[config.mk]
export PLATFORM = sky130hd
export DESIGN_NAME = lcv_monitor
export DESIGN_NICKNAME = d
export VERILOG_FILES = /design/src/rtl/lcv_pkg.sv /design/src/rtl/lcv_classify.sv /design/src/rtl/lcv_disparity.sv /design/src/rtl/lcv_report.sv /design/src/rtl/lcv_monitor.sv
export SDC_FILE = /design/constraint.sdc
export NUM_CORES = 1
export LEC_CHECK = 0
export CELL_PAD_IN_SITES_DETAIL_PLACEMENT = 0
export CELL_PAD_IN_SITES_GLOBAL_PLACEMENT = 1
export CORE_AREA = 4 4 41 43
export DETAILED_ROUTE_END_ITERATION = 16
export DIE_AREA = 0 0 45 47
export PLACE_DENSITY = 0.64
export RECOVER_POWER = 50
export SYNTH_ARGS = -nofsm -noshare
export SYNTH_HDL_FRONTEND = slang
export SYNTH_SLANG_ARGS = --single-unit
[constraint.sdc]
create_clock -name clk -period 1.8 [get_ports clk]
set_clock_uncertainty 0.05 [all_clocks]
set_input_delay 0.45 -clock clk [delete_from_list [all_inputs] [get_ports clk]]
set_output_delay 0.45 -clock clk [all_outputs]
set_load 0.02 [all_outputs]
[src/rtl/lcv_pkg.sv]
`timescale 1ns/1ps
package lcv_pkg;
  localparam int unsigned CW_W    = 4;
  localparam int unsigned BAL_WT  = CW_W / 2;
  localparam int unsigned CNT_W   = $clog2(CW_W + 1);

  typedef logic [CW_W-1:0] cw_t;

  // Unbalanced words the code is allowed to emit.
  localparam cw_t HEAVY_A = 4'b0111;
  localparam cw_t HEAVY_B = 4'b1110;
  localparam cw_t LIGHT_A = 4'b0001;
  localparam cw_t LIGHT_B = 4'b1000;

  typedef enum logic [1:0] {
    CLS_BAL   = 2'd0,
    CLS_HEAVY = 2'd1,
    CLS_LIGHT = 2'd2,
    CLS_BAD   = 2'd3
  } cw_class_e;
endpackage

[src/rtl/lcv_classify.sv]
`timescale 1ns/1ps
module lcv_classify
  import lcv_pkg::*;
(
  input  cw_t       cw,
  output cw_class_e cls
);
  logic [CNT_W-1:0] ones;

  always_comb begin
    ones = '0;
    for (int i = 0; i < CW_W; i++) begin
      ones = ones + CNT_W'(cw[i]);
    end
  end

  always_comb begin
    cls = CLS_BAD;
    if (ones == CNT_W'(BAL_WT)) begin
      cls = CLS_BAL;
    end else if (cw == HEAVY_A || cw == HEAVY_B) begin
      cls = CLS_HEAVY;
    end else if (cw == LIGHT_A || cw == LIGHT_B) begin
      cls = CLS_LIGHT;
    end
  end
endmodule

[src/rtl/lcv_disparity.sv]
`timescale 1ns/1ps
module lcv_disparity
  import lcv_pkg::*;
(
  input  logic      clk,
  input  logic      rst_n,
  input  logic      chk,
  input  logic      link_locked,
  input  cw_class_e cls,
  output logic      viol
);
  logic rd_pos;

  always_comb begin
    viol = 1'b0;
    if (chk) begin
      unique case (cls)
        CLS_BAL:   viol = 1'b0;
        CLS_HEAVY: viol = rd_pos;
        CLS_LIGHT: viol = ~rd_pos;
        CLS_BAD:   viol = 1'b1;
        default:   viol = 1'b1;
      endcase
    end
  end

  always_ff @(posedge clk or negedge rst_n) begin
    if (!rst_n) begin
      rd_pos <= 1'b0;
    end else if (!link_locked) begin
      rd_pos <= 1'b0;
    end else if (chk && !viol && cls != CLS_BAL) begin
      rd_pos <= ~rd_pos;
    end
  end

  AST_UNLOCK_RD_NEG: assert property (@(posedge clk) disable iff (!rst_n)
    !link_locked |=> !rd_pos);
endmodule

[src/rtl/lcv_report.sv]
`timescale 1ns/1ps
module lcv_report (
  input  logic clk,
  input  logic rst_n,
  input  logic link_locked,
  input  logic viol,
  output logic viol_pulse,
  output logic viol_sticky
);
  always_ff @(posedge clk or negedge rst_n) begin
    if (!rst_n) begin
      viol_pulse  <= 1'b0;
      viol_sticky <= 1'b0;
    end else begin
      viol_pulse <= viol;
      if (!link_locked) begin
        viol_sticky <= 1'b0;
      end else if (viol) begin
        viol_sticky <= 1'b1;
      end
    end
  end

  AST_PULSE_SETS_FLAG: assert property (@(posedge clk) disable iff (!rst_n)
    viol_pulse |-> viol_sticky);
  AST_FLAG_HOLDS: assert property (@(posedge clk) disable iff (!rst_n)
    (viol_sticky && link_locked) |=> viol_sticky);
  AST_UNLOCK_CLEARS: assert property (@(posedge clk) disable iff (!rst_n)
    !link_locked |=> !viol_sticky);
endmodule

[src/rtl/lcv_monitor.sv]
`timescale 1ns/1ps
module lcv_monitor
  import lcv_pkg::*;
(
  input  logic            clk,
  input  logic            rst_n,
  input  logic            cw_valid,
  input  logic [CW_W-1:0] cw_data,
  input  logic            link_locked,
  output logic            viol_pulse,
  output logic            viol_sticky
);
  cw_class_e cls;
  logic      chk;
  logic      viol;

  assign chk = cw_valid & link_locked;

  lcv_classify u_classify (
    .cw  (cw_data),
    .cls (cls)
  );

  lcv_disparity u_disparity (
    .clk         (clk),
    .rst_n       (rst_n),
    .chk         (chk),
    .link_locked (link_locked),
    .cls         (cls),
    .viol        (viol)
  );

  lcv_report u_report (
    .clk         (clk),
    .rst_n       (rst_n),
    .link_locked (link_locked),
    .viol        (viol),
    .viol_pulse  (viol_pulse),
    .viol_sticky (viol_sticky)
  );

  AST_PULSE_NEEDS_WORD: assert property (@(posedge clk) disable iff (!rst_n)
    !(cw_valid && link_locked) |=> !viol_pulse);
  AST_UNLOCKED_QUIET: assert property (@(posedge clk) disable iff (!rst_n)
    !link_locked |=> !viol_pulse);
endmodule

After elaboration in Yosys (flattened, before gate mapping)

Cells that the tools add are included.

Add/subtract/negate cells: 3
Equality and inequality tests: 10
Muxes and demuxes: 9
Bitwise operators: 2
Reduce and logical (&&, ||, !) cells: 7

Operator list:

| kind                 | number |
|---|---|
| $eq A4 B4 Y1 const B | 2 |
| $add A3 B1 Y3        | 2 |
| $mux W1              | 6 |
| $eq A2 B2 Y1 const B | 2 |
| $eq A4 B1 Y1 const B | 1 |
| $eq A4 B3 Y1 const B | 1 |
| $mux W2              | 2 |
| $ne A2 B1 Y1 const B | 2 |
| $pmux W1 S4          | 1 |
| $eq A3 B2 Y1 const B | 1 |
| $add A1 B1 Y2        | 1 |
| $eq A2 B1 Y1 const B | 1 |
| $logic_and A1 B1 Y1  | 2 |
| $logic_not A2 Y1     | 1 |
| $logic_or A1 B1 Y1   | 2 |
| $reduce_bool A2 Y1   | 1 |
| $and A1 B1 Y1        | 1 |
| $logic_not A1 Y1     | 1 |
| $not A1 Y1           | 1 |

Register bits: 3
Input bits: 8
Output and inout port bits: 2
Word-level logic and storage cells: 34

Longest topological paths before layout

Word-level depth: 13
Depth in mapped cells: 9
Gate-level depth less buffers: 9

Modules after synthesis

Synthesis repeated with hierarchy kept, for this count alone.

Cell total of the unflattened synthesis: 29
Area total of the unflattened synthesis: 294.0 um^2

Modules (own cells, without submodules):

| module        | instances | cells an instance | area an instance (um^2) | seq. area each (um^2) |
|---|---|---|---|---|
| lcv_classify  | 1         | 18                | 157.7                   | 0.0 |
| lcv_disparity | 1         | 7                 | 72.6                    | 25.0 |
| lcv_report    | 1         | 3                 | 57.6                    | 50.0 |
| lcv_monitor   | 1         | 1                 | 6.3                     | 0.0 |

Worst setup path before layout

Ideal clock, no wire load.

Path kind: input-to-reg
From: in cw_data[0]
To: reg u_disparity.rd_pos
Library setup time: 0.066 ns
Data arrival time: 2.066 ns
Required time: 1.684 ns
Slack: -0.383 ns
Stages on the path: 9
Buffers on the path: 0
Cell sequence: inv_1 > ha_1 > inv_1 > fa_1 > inv_1 > ha_1 > and3b_1 > o41ai_2 > o311a_1

Cells in the longest elaborated chain, start to end: 12
Elaborated cells between the ends (all ways): 24
Those cells by class: add/sub (3); eq/ne (9); mux (5); reduce/logical (7)

RTL lines:

| item                                                | RTL line                               | source |
|---|---|---|
| start, declared                                     | lcv_monitor.sv:8                       | `input logic [CW_W-1:0] cw_data,` |
| $add A1 B1 Y2, or another cell as far along         | lcv_classify.sv:13                     | `ones = ones + CNT_W'(cw[i]);` |
| $add A3 B1 Y3 or $logic_or A1 B1 Y1 (tied branches) | lcv_classify.sv:13, lcv_classify.sv:23 |  |
| $add A3 B1 Y3 or $mux W1 (tied branches)            | lcv_classify.sv:13, lcv_classify.sv:23 |  |
| $eq A3 B2 Y1 or $mux W2 (tied branches)             | lcv_classify.sv:19, lcv_classify.sv:21 |  |
| $mux W2 (*)                                         | lcv_classify.sv:19                     | `if (ones == CNT_W'(BAL_WT)) begin` |
| $eq A2 B2 Y1, or another cell as far along          | lcv_disparity.sv:17                    | `unique case (cls)` |
| $pmux W1 S4                                         | lcv_disparity.sv:17                    |  |
| $mux W1                                             | lcv_disparity.sv:16                    | `if (chk) begin` |
| $logic_not A1 Y1                                    | lcv_disparity.sv:32                    | `end else if (chk && !viol && cls != CLS_BAL) begin` |
| $logic_and A1 B1 Y1                                 | lcv_disparity.sv:32                    |  |
| $logic_and A1 B1 Y1 (*)                             | lcv_disparity.sv:32                    |  |
| $ne A2 B1 Y1 (no source line) (*)                   | -                                      |  |
| end signal, assigned                                | lcv_disparity.sv:33                    | `rd_pos <= ~rd_pos;` |
| end, declared                                       | lcv_disparity.sv:12                    | `logic rd_pos;` |

Mark *: on every way between the ends. The rest lies on a longest branch, timed or not.
A chain may end at the register's enable or synchronous reset.

Final worst setup path

Same ends and word-level chain as after synthesis.

==> summary.txt <==
Synthesis
  • Synthesized cell area: 288 sq um
  • Flops & latches, synth: 3
  • Syn_nets: 42
  • Sequential area share after synthesis: 26.1%
  • Synth cell types: 16
  • Average cell area after synthesis: 10.3 sq um
  • Synthesis Warnings: 0
  • Mapped Cells: 28

Pwr
  • Cell Pwr Density: 561 nW/um^2
  • VDD IR-drop max: 0.204 mV
  • Total power: 0.000318 W
  • Leak: 0.265 nW

Final layout
  • Fill cell count: 134
  • Final Util: 43.7%
  • Most frequent cells in the layout: buf_4 (7), inv_2 (4), clkdlybuf4s50_1 (4)
  • Register area: 75.1 sq um
  • # diodes: 0
  • Nets@finish: 65
  • Area Growth Syn to Fin: 97.4%
  • Layout cells sized above 1: 56.0%
  • Final Non-Filler Cells: 65
  • Commonest non-fill, non-tap cell in the layout: buf_4
  • Multi-input logic area: 226 sq um

Placed design
  • I/O Buffers: 9
  • DP Cell Count: 58
  • Post-DP HPWL: 574 um
  • Post-Place Worst Slack: -1.05 ns
  • Global placer's final weighted congestion: 0.770

Route
  • Post-route DRC violation count: 0
  • First-pass DRT Iterations: 2
  • Vias per inst: 4.26
  • Post-DRT Antenna Nets: 0
  • DR iter-0 viols: 2
  • Routed WL: 661 um
  • Total number of vias: 277
  • Drt wl/cell: 10.2 um

STA
  • Final Max Slew Viols: 0
  • RSZ-0062 raised after global routing: true
  • Fmax: 0.498 GHz
  • Worst setup margin: -0.207 ns
  • Max-slew headroom: 84.4%
  • Min Clock Period, post-route: 2.01 ns
  • Tightest Pin Transition: 0.227 ns
  • Final setup violation count: 3
  • Hold WS: 0.423 ns
  • Final clock period utilization by the worst path: 111%
  • Hold Violations, Final: 0

Critical path
  • WS Path Type: input pin to flip-flop
  • Crit path max fanout: 2
  • Critical Path Sink Type: flip-flop
  • Crit path DAT: 2.13 ns
  • Critical Path RT: 1.92 ns
  • Setup crit start kind: input pin

Floorplan
  • Starting Density: 22.1%
  • Die X: 45 um
  • Die extent in y: 47 um
  • Number of I/O pins: 10
  • Core ar.: 1300 sq um
  • Die area: 2120 sq um
  • Row cnt: 13

Run status
  • Failing checks: setup timing
  • Outcome: finished, violations left

Clock network
  • Post-CTS Hold Fix Bufs: 0
  • Longest Clk Path Bufs: 2
  • CTS sink cnt: 3
  • Root Buffer: clkbuf_4
  • CTS clk-pin slew, worst paths: 0.04 ns
  • Clk_lat worst skew: 0.23 ns
  • TritonCTS Buffers: 3
  • Htree depth: 1
  • CTS tree: built

Global route
  • Total gr overflow: 0
  • Largest net degree at the start of global routing: 4
  • First-pass GRT wire length: 1200 um
  • Vias in the first global route: 293
  • Initial antenna violation count: 0
  • GR Util All Layers: 8.21%

Run
  • Max-Cap Viols: 0

Min path
  • Worst hold path type: input pin to asynchronous set/reset pin
timing repair:
item                                    in CTS  in global routing
pin swaps                                    7                  4
endpoints found under the setup margin       3                  3
resized for setup                           27                  1
setup buffers                                3                  0
worst paths after layout:
kind                                      startpoint  slack (ns)                   end  depth (start not counted)
min in group clk                u_report.viol_sticky        0.45  u_report.viol_sticky                          1
worst max-delay path                      cw_data[0]       -0.21    u_disparity.rd_pos                         10
max in group asynchronous                      rst_n        1.12   u_report.viol_pulse                          1
worst min-delay path                           rst_n        0.42    u_disparity.rd_pos                          1
worst min register to register  u_report.viol_sticky        0.45  u_report.viol_sticky                          1
worst max register to register    u_disparity.rd_pos        0.56  u_report.viol_sticky                          3
Yosys cell counts:
cell type,count,area (sq um)
a32o_1,1,10.0
mux2_1,1,11.3
nand3_2,1,10.0
or2_0,1,6.26
o311a_1,1,10.0
nor2_1,1,3.75
nand2b_1,1,6.26
and3_2,1,7.51
fa_1,1,20.0
ha_1,5,62.6
and3b_1,1,8.76
inv_1,7,26.3
o41ai_2,1,16.3
dfrtp_1,3,75.1
nand2_1,1,3.75
mux2i_1,1,10.0
report_power, final:
group / internal, W / total [W] / switching [W] / leakage [nW]
registers: 0.0000734 / 0.0000761 / 0.00000274 / 0.0398
clock network: 0.0000831 / 0.000119 / 0.0000361 / 0.0150
logic: 0.0000726 / 0.000123 / 0.0000506 / 0.210
total: 0.000229 / 0.000318 / 0.0000893 / 0.265
registers in the layout, indices dropped and copies added (netlist names):
signal,flops
u_report.viol_pulse,1
u_report.viol_sticky,1
u_disparity.rd_pos,1
per-layer routing:
metal  vias up  part of all wire, %  track usage [%]
li1        137                    -                -
met4         0                    0             5.26
met2        10                   54             13.3
met1       130                   38             8.86
met3         0                  7.6             3.45
met5         -                    0                0
final cells by class:
class,count,area share [%]
Timing Repair Buffer,18,31.3
Clock buffer,4,4.63
Multi-Input combinational cell,18,39.9
Tap cell,15,3.30
Inverter,7,7.71
Sequential cell,3,13.2
cell families after synthesis:
group | share of synthesized area [%]
flops | 26.1
compound gates | 12.6
mux | 7.39
fa+ha+maj | 28.7
simple gates | 16.1
buf+inv | 9.13
through the flow:
step                      setup TNS, ns  instance area, sq um
after floorplan                  -0.446                   320
after global placement            -2.67                   474
after detailed placement          -2.80                   474
after CTS                        -0.667                   564
after global routing             -0.666                   568
final                            -0.549                   568
worst max-delay path, stage by stage:
cell	delay, ns
buf_12	0.09
inv_12	0.03
ha_4	0.24
inv_2	0.03
fa_2	0.32
inv_2	0.07
ha_4	0.19
and3b_2	0.21
o41ai_2	0.29
o311a_1	0.20
No activity file was read; power rests on OpenSTA's default activity.
